### src/rtl/rtc_field.sv
// Per-record field checks: address alignment, skip consistency, lane hygiene.
module rtc_field #(
  parameter int unsigned ADDR_W      = 64,
  parameter int unsigned LANES       = 8,
  parameter int unsigned INST_BYTES  = 4,
  parameter bit          MEM_ALIGNED = 1'b1
) (
  input  logic [ADDR_W-1:0]  cia,
  input  logic [ADDR_W-1:0]  nia,
  input  logic               skip,
  input  logic [ADDR_W-1:0]  maddr,
  input  logic [LANES-1:0]   rmask,
  input  logic [LANES-1:0]   wmask,
  input  logic [LANES*8-1:0] rdata,
  input  logic [LANES*8-1:0] wdata,
  output logic               viol_cia,
  output logic               viol_nia,
  output logic               viol_mem,
  output logic               viol_skip,
  output logic               viol_lane
);
  localparam int unsigned INST_LSB = $clog2(INST_BYTES);
  localparam int unsigned MEM_LSB  = $clog2(LANES);
  localparam logic [ADDR_W-1:0] INST_MASK = ADDR_W'((1 << INST_LSB) - 1);
  localparam logic [ADDR_W-1:0] MEM_MASK  = ADDR_W'((1 << MEM_LSB) - 1);

  logic             any_access;
  logic [LANES-1:0] lane_bad;

  assign any_access = (|rmask) || (|wmask);
  assign viol_cia   = (cia & INST_MASK) != '0;
  assign viol_nia   = (nia & INST_MASK) != '0;
  assign viol_skip  = skip && any_access;

  generate
    if (MEM_ALIGNED) begin : g_mem_chk
      assign viol_mem = any_access && ((maddr & MEM_MASK) != '0);
    end else begin : g_mem_free
      assign viol_mem = 1'b0;
    end
  endgenerate

  for (genvar k = 0; k < LANES; k++) begin : g_lane
    assign lane_bad[k] = (!rmask[k] && (rdata[8*k +: 8] != 8'h00)) ||
                         (!wmask[k] && (wdata[8*k +: 8] != 8'h00));
  end

  assign viol_lane = |lane_bad;
endmodule

### config.mk
export PLATFORM = sky130hd
export DESIGN_NAME = rtc_field
export DESIGN_NICKNAME = d
export VERILOG_FILES = /design/src/rtl/rtc_field.sv
export SDC_FILE = /design/constraint.sdc
export NUM_CORES = 1
export LEC_CHECK = 0
export ABC_AREA = 1
export BUFFER_PORTS_ARGS = -buffer_cell sky130_fd_sc_hd__buf_2
export CORE_AREA = 2 2 132 134
export DETAILED_ROUTE_END_ITERATION = 8
export DIE_AREA = 0 0 134 136
export GPL_TIMING_DRIVEN = 0
export PLACE_DENSITY = 0.44
export SLEW_MARGIN = 20
export SYNTH_ARGS = -nofsm -noshare
export SYNTH_HDL_FRONTEND = slang
export SYNTH_SLANG_ARGS = --single-unit
export TNS_END_PERCENT = 5
### constraint.sdc
create_clock -name vclk -period 1.55
set_clock_uncertainty 0.15 [all_clocks]
set_input_delay 0.2325 -clock vclk [all_inputs]
set_output_delay 0.2325 -clock vclk [all_outputs]
set_load 0.1 [all_outputs]
# Word-level counts from Yosys, hierarchy flattened
# Cells that the tools add are included.
totals:
  regBits: 0
  output_inout_bits: 5
classes:
  reduce_logical: 65
ops:
  columns: ["operator", "n"]
  rows:
  - ["$reduce_bool 64->1", 3]
  - ["$reduce_bool 8->1", 16]
  - ["$reduce_or 8->1", 3]
  - ["$logic_and 1x1->1", 18]
  - ["$logic_not 1->1", 16]
  - ["$logic_or 1x1->1", 9]

# Longest topological paths before layout
# Gate-level depths: netlist of the first run.
depth:
  ltp_word: 4
  depth_mapped: 8

# Worst setup path after synthesis of the first run
# Ideal clock, no wire load.
synth_timing:
  path_type: "in2out"
  start: "input wmask[3]"
  end: "output viol_mem"
  t_required_ns: 1.167
  setup_slack_ns: -0.717
  path_stages: 3
  t_arrival_ns: 1.884
  path_cell_list: "or2_0 > nor4_2 > a21oi_1"
synth_via:
  elab_chain_len: 3
synth_rtl:
  columns: ["element", "line", "rtl"]
  rows:
  - ["from (decl)", "13", "input logic [LANES-1:0] wmask,"]
  - ["$reduce_or 8->1", "30", "assign any_access = (|rmask) || (|wmask);"]
  - ["$logic_or 1x1->1", "30", null]
  - ["$logic_and 1x1->1", "37", "assign viol_mem = any_access && ((maddr & MEM_MASK) != '0);"]
  - ["to (decl)", "18", "output logic viol_mem,"]
# No other way between the ends.

# Worst setup path in the final report of the first run
layout_timing:
  start: "input wdata[9]"
  end: "output viol_lane"
layout_via:
  elab_chain_len: 4
layout_rtl:
  columns: ["element", "line", "rtl"]
  rows:
  - ["from (decl)", "15", "input logic [LANES*8-1:0] wdata,"]
  - ["$reduce_bool 8->1", "45", "(!wmask[k] && (wdata[8*k +: 8] != 8'h00));"]
  - ["$logic_and 1x1->1", "45", null]
  - ["$logic_or 1x1->1", "44", "assign lane_bad[k] = (!rmask[k] && (rdata[8*k +: 8] != 8'h00)) ||"]
  - ["$reduce_or 8->1", "48", "assign viol_lane = |lane_bad;"]
  - ["to (decl)", "20", "output logic viol_lane"]
# No other way between the ends.

==> reports/qor_table.md, run 1 <==
| Quantity | This run | Unit |
|---|---|---|
| Result of the run | finished, violations left | - |
| Violated checks | negative setup slack | - |
| Top Ports | 342 | - |
| Initial standard-cell utilization of the core | 3.65 | % |
| Total design power | 0.342 | mW |
| Setup Viol. Count Final | 3 | - |
| DRT Wirelength | 4330 | um |
| Worst Path Class, Setup | input pin to output port | - |
| Simple-gate share of the synthesized area | 98.0 | % |
| Pwr Density | 189 | mW/mm2 |
| Detailed-route wire length per cell | 8.04 | um |
| I/O Buffers | 157 | - |
| Die area | 0.0182 | mm2 |
| Area contributors post-synth | sky130_fd_sc_hd__nor2_1, sky130_fd_sc_hd__nand2_1, sky130_fd_sc_hd__nor4_1 | - |
| Total GRT Usage | 4.19 | % |
| Slew of the pin with the lowest slew margin | 551 | ps |
| Worst Setup Slack, final | -69.1 | ps |
| Mean area per synthesized cell | 3.95 | um2 |
| Global route overflow | 0 | - |
| Largest family of logic cells by synthesized area | simple AND/OR/NAND/NOR gates | - |
| Fmax | 0.618 | GHz |
| Count of mapped cells out of synthesis | 156 | - |
| Sequential cell area | 0 | um2 |
| Core area | 0.0169 | mm2 |
| Post-synthesis mux area share | 0 | % |
| Yosys top cell by area | sky130_fd_sc_hd__nor2_1 | - |
| Number of iterations in the first detailed-routing pass | 4 | - |
| Area share of xor/xnor cells in the synthesized design | 0 | % |
| Fraction of the mapped netlist area in compound gates | 2.03 | % |
| Worst ir drop on vdd | 0.0676 | mV |
| Final hold violation count | 0 | - |
| Share of the synthesized area in the top cell type | 65.9 | % |
| Total via count in the routed design | 1441 | - |
| Synth warn | 0 | - |
| Die width | 134 | um |
| First-pass GRT wire length | 5930 | um |
| DIE HEIGHT | 136 | um |
| Post-detailed-route count of antenna-violating nets | 0 | - |
| Setup crit end kind | output port | - |
| Filler-free cell count of the finished design | 538 | - |
| Path category of the worst min-delay check | input pin to output port | - |
| Area used by multi-input combinational logic | 707 | um2 |
| Critical path required time | 1170 | ps |
| Leakage | 0.859 | nW |
| Startpoint Class | input pin | - |
| Tightest slew margin relative to the limit | 63.0 | % |
| Hold Startpoint | skip | - |
| Maximum number of pins on one net before global-route repair | 3 | - |
| Vias in the first global route | 1317 | - |
| Arrival time worst endpoint | 1240 | ps |
| Number of distinct library cells after synthesis | 10 | - |
| Number of DRC markers in iteration 0 | 14 | - |
| Final max-slew violation count | 0 | - |
| Count of maximum capacitance violations | 0 | - |
| Ant. Diodes | 0 | - |
| Vias per Instance | 2.68 | - |
| Number of placed cells counting well taps | 538 | - |
| Hpwl dp | 4150 | um |
| Design area | 0.00181 | mm2 |
| Endpoint with the worst hold slack | viol_skip | - |
| Post-synthesis sequential area ratio | 0 | % |
| Layout overhead on the synthesized area | 195 | % |
| Final weighted congestion of routability-driven global placement | 0.689 | - |
| Commonest non-fill, non-tap cells in the layout | sky130_fd_sc_hd__buf_2, sky130_fd_sc_hd__nor2_1, sky130_fd_sc_hd__nand2_1, sky130_fd_sc_hd__nor2_2, sky130_fd_sc_hd__buf_6 | - |
| Remaining DRCs | 0 | - |
| Pre-CTS WS | -322 | ps |
| Post-synthesis adder-cell area fraction | 0 | % |
| # fillers | 1995 | - |
| Minimum clock period | 1620 | ps |
| Critical path fanouts, max | 1 | - |
| Number of buffers inserted by hold repair at cts | 0 | - |
| NumNets Final | 652 | - |
| Fraction of final layout cells with drive strength greater than 1 | 60.1 | % |
| # rows | 48 | - |
| Number of stages on the worst hold path | 3 | - |
| Total standard cell area after synthesis | 616 | um2 |
| Unrepaired setup endpoints after global routing | true | - |
| Most common library cell in the layout ignoring fill and taps | sky130_fd_sc_hd__buf_2 | - |
| Period utilization | 104 | % |
| Total number of sequential cells | 0 | - |
| Fin Setup TNS | -149 | ps |
| Clock buf count | 0 | - |
| Antenna violations before repair | 0 | - |
| Total nets after synthesis | 493 | - |
| Area of placed instances | 0.00169 | mm2 |
## power by group
part           switching [mW]  internal (mW)
Combinational           0.157          0.185
Sequential                  0              0
Clock                       0              0
## final cells by class
class / instances / area share (%)
Multi-Input combinational cell: 156 / 39.0
Timing Repair Buffer: 157 / 45.5
Tap cell: 225 / 15.5
## routing by layer
metal / GRT usage [%] / vias up / wire (um)
li1: - / 791 / -
met1: 5.38 / 536 / 1860
met2: 7.92 / 114 / 1920
met3: 0.522 / 0 / 546
met4: 0 / 0 / 0
met5: 0 / - / 0
## kinds of logic (layout without fill, tap and decap cells)
family	Yosys count	in the layout
AND/OR/NAND/NOR	154	154
AO/OA/AOI/OAI	2	2
buffers and inverters	0	157
## what timing repair did
item                       4_1_cts  5_1_grt
setup endpoints to repair        3        3
resized for setup               25       14
buffers inserted                 0        0
pin swaps                       14        9
## worst max path at each step
stage,startpoint,endpoint,slack (ps),cells past startpoint
2_1_floorplan,rmask[5],viol_mem,-170,3
3_3_place_gp,wdata[31],viol_lane,-330,10
3_5_place_dp,wdata[31],viol_lane,-320,10
4_1_cts,wdata[32],viol_lane,-120,10
5_1_grt,wdata[43],viol_lane,-190,10
6_report,wdata[9],viol_lane,-70,10
## critical path, stage by stage
cell and delay (ps):
sky130_fd_sc_hd__buf_2 90, sky130_fd_sc_hd__nor2_1 90, sky130_fd_sc_hd__nand2_1 60, sky130_fd_sc_hd__nor2_2 140, sky130_fd_sc_hd__nor2_1 50, sky130_fd_sc_hd__nor2_1 100
sky130_fd_sc_hd__nand2_1 70, sky130_fd_sc_hd__nor2_2 140, sky130_fd_sc_hd__nand2_2 80, sky130_fd_sc_hd__buf_12 160
## Yosys cell counts
cell / number
sky130_fd_sc_hd__a21boi_1: 1
sky130_fd_sc_hd__a21oi_1: 1
sky130_fd_sc_hd__and2_1: 1
sky130_fd_sc_hd__nand2_1: 38
sky130_fd_sc_hd__nor2_1: 108
sky130_fd_sc_hd__nor3_1: 1
sky130_fd_sc_hd__nor4_1: 2
sky130_fd_sc_hd__nor4_2: 1
sky130_fd_sc_hd__or2_0: 1
sky130_fd_sc_hd__or2_2: 2
## through the flow
stage                     hold WS [ps]  utilization, %
after floorplan                    623               -
after global placement             834            10.0
after detailed placement           836            10.0
after CTS                          780            10.5
after global routing               743            10.8
final                              735            10.8
Note: power is estimated with default switching activity, not from simulation.
==> run 2: changes to the inputs <==
==> constraint.sdc (replaced) <==
create_clock -name vclk -period 1.55
set_clock_uncertainty 0.15 [all_clocks]
set_input_delay 0.0775 -clock vclk [all_inputs]
set_output_delay 0.0775 -clock vclk [all_outputs]
set_load 0.1 [all_outputs]
==> run 2 against run 1 <==
Effect of this change:
- the flow now finishes without violations
- highest routed layer unchanged
- setup slack improved by 220 ps
- critical path type unchanged
- non-clock buffer count did not move
- sequential share of layout area did not move
- via count fell by 1.5%
- global-route usage fell by 0.15 points
==> reports/qor_table.md, run 2 (same netlist as run 1, synthesis figures left out) <==
| Quantity | This run | Unit | Change |
|---|---|---|---|
| Critical path required time | 1320 | ps | +150 ps |
| Setup crit end kind | output port | - |  |
| Final max-slew violation count | 0 | - | unchanged |
| Vias in the first global route | 1266 | - | -3.9% |
| Buffer and inverter count on the worst path | 2 | - | unchanged |
| Final weighted congestion of routability-driven global placement | 0.681 | - | -1.2% |
| Total number of sequential cells | 0 | - | unchanged |
| Cell family with the largest share of critical-path delay | simple AND/OR/NAND/NOR gates | - |  |
| Core area | 0.0169 | mm2 | unchanged |
| Slew of the pin with the lowest slew margin | 495 | ps | -56.5 ps |
| Number of DRC markers in iteration 0 | 25 | - | +11 |
| # rows | 48 | - | unchanged |
| Clock buf count | 0 | - | unchanged |
| Initial standard-cell utilization of the core | 3.65 | % | unchanged |
| Endpoint with the worst hold slack | viol_skip | - |  |
| Leakage | 0.842 | nW | -1.9% |
| Result of the run | finished clean | - |  |
| Period utilization | 90.5 | % | -14 points |
| Post-detailed-route count of antenna-violating nets | 0 | - | unchanged |
| Worst ir drop on vdd | 0.0571 | mV | -16% |
| Startpoint Class | input pin | - |  |
| Critical path, cell by cell | buf_2, or2_0, nor4_4, a21boi_1, buf_2 | - |  |
| Die width | 134 | um | unchanged |
| Remaining DRCs | 0 | - | unchanged |
| Total design power | 0.321 | mW | -6.3% |
| Die area | 0.0182 | mm2 | unchanged |
| Critical path fanouts, max | 2 | - | +1 |
| Tightest slew margin relative to the limit | 67.2 | % | +4.3 points |
| DIE HEIGHT | 136 | um | unchanged |
| NumNets Final | 652 | - | unchanged |
| DR top layer | met3 | - |  |
| Hold Startpoint | skip | - |  |
| Detailed-route wire length on metal 1 | 1750 | um | -5.6% |
| Layout overhead on the synthesized area | 178 | % |  |
| Fraction of final layout cells with drive strength greater than 1 | 52.1 | % | -8.0 points |
| Total GRT Usage | 4.04 | % | -0.15 points |
| Count of maximum capacitance violations | 0 | - | unchanged |
| Commonest non-fill, non-tap cells in the layout | sky130_fd_sc_hd__buf_2, sky130_fd_sc_hd__nor2_1, sky130_fd_sc_hd__nand2_1, sky130_fd_sc_hd__nor4_1, sky130_fd_sc_hd__or2_2 | - |  |
| Most used cell along the critical path | sky130_fd_sc_hd__buf_2 | - |  |
| Number of iterations in the first detailed-routing pass | 4 | - | unchanged |
| Arrival time worst endpoint | 1180 | ps | -60 ps |
| Maximum cell stage delay along the critical path | 310 | ps | +150 ps |
| I/O Buffers | 157 | - | unchanged |
| Worst-path cell with the longest stage delay | sky130_fd_sc_hd__nor4_4 | - |  |
| Unrepaired setup endpoints after global routing | false | - |  |
| Detailed-route wire length per cell | 7.84 | um | -2.5% |
| Final hold violation count | 0 | - | unchanged |
| Hpwl dp | 4040 | um | -2.7% |
| Vias per Instance | 2.63 | - | -1.6% |
| Met2 routed WL | 1820 | um | -5.4% |
| Total via count in the routed design | 1420 | - | -1.5% |
| Antenna violations before repair | 2 | - | +2 |
| Sequential cell area | 0 | um2 | unchanged |
| DRT Wirelength | 4230 | um | -2.3% |
| Maximum number of pins on one net before global-route repair | 3 | - | unchanged |
| Post-CTS repair timing setup buffer count | 0 | - | unchanged |
| Top Ports | 342 | - | unchanged |
| First-pass GRT wire length | 5750 | um | -3.0% |
| Worst Path Class, Setup | input pin to output port | - |  |
| Pwr Density | 187 | mW/mm2 | -0.85% |
| Minimum clock period | 1400 | ps | -216 ps |
| Met3 layer wire length in the routed design | 654 | um | +20% |
| Number of stages on the worst hold path | 3 | - | unchanged |
| Path category of the worst min-delay check | input pin to output port | - |  |
| Post-layout util | 10.2 | % | -0.59 points |
| Fmax | 0.713 | GHz | +15% |
| Setup Viol. Count Final | 0 | - | -3 |
| Global route overflow | 0 | - | unchanged |
| Most common library cell in the layout ignoring fill and taps | sky130_fd_sc_hd__buf_2 | - |  |
[run 2: power by group]
group / total (mW) / internal [mW] / switching, mW
combinational: 0.321 / 0.175 / 0.146
clock: 0.0000000863 / 0.0000000863 / 0
sequential: 0 / 0 / 0
[run 2: worst min-delay path: stages]
cell	delay (ps)
sky130_fd_sc_hd__buf_2	90
sky130_fd_sc_hd__a21boi_1	110
sky130_fd_sc_hd__buf_2	280
[run 2: stage by stage]
step | cells | TNS [ps] | hold WS [ps] | worst slack (ps) | cell area (um2)
detailed placement | 538 | -83.4 | 496 | -83.4 | 1690
global route | 538 | 0 | 508 | 22.3 | 1710
floorplan | 156 | -377 | 399 | -377 | 619
global placement | 538 | -65.2 | 496 | -65.2 | 1690
CTS | 538 | 0 | 496 | 15.6 | 1690
finish | 539 | 0 | 493 | 147 | 1710
[run 2: repair_timing]
action	in CTS	in global routing
setup endpoints to repair	1	3
resized for setup	2	4
hold buffers	0	0
[run 2: final cells by class]
| cell class | count | area [um2] |
|---|---|---|
| tap | 225 | 282 |
| timing repair buffer | 157 | 792 |
| multi-input combinational | 156 | 638 |
| fill | 1990 | 15200 |
| antenna | 1 | 2.50 |
[run 2: worst max path at each step]
stage	depth (start not counted)	from	end
4_1_cts	5	wmask[3]	viol_skip
3_5_place_dp	10	wdata[15]	viol_lane
3_3_place_gp	10	wdata[15]	viol_lane
6_report	5	wmask[3]	viol_skip
2_1_floorplan	3	wmask[3]	viol_skip
5_1_grt	10	wdata[15]	viol_lane
[run 2: metal layers]
layer / track usage, % / vias to the layer above
met5: 0 / -
met4: 0 / 0
met3: 0.932 / 0
met2: 7.46 / 117
met1: 5.06 / 509
li1: - / 794
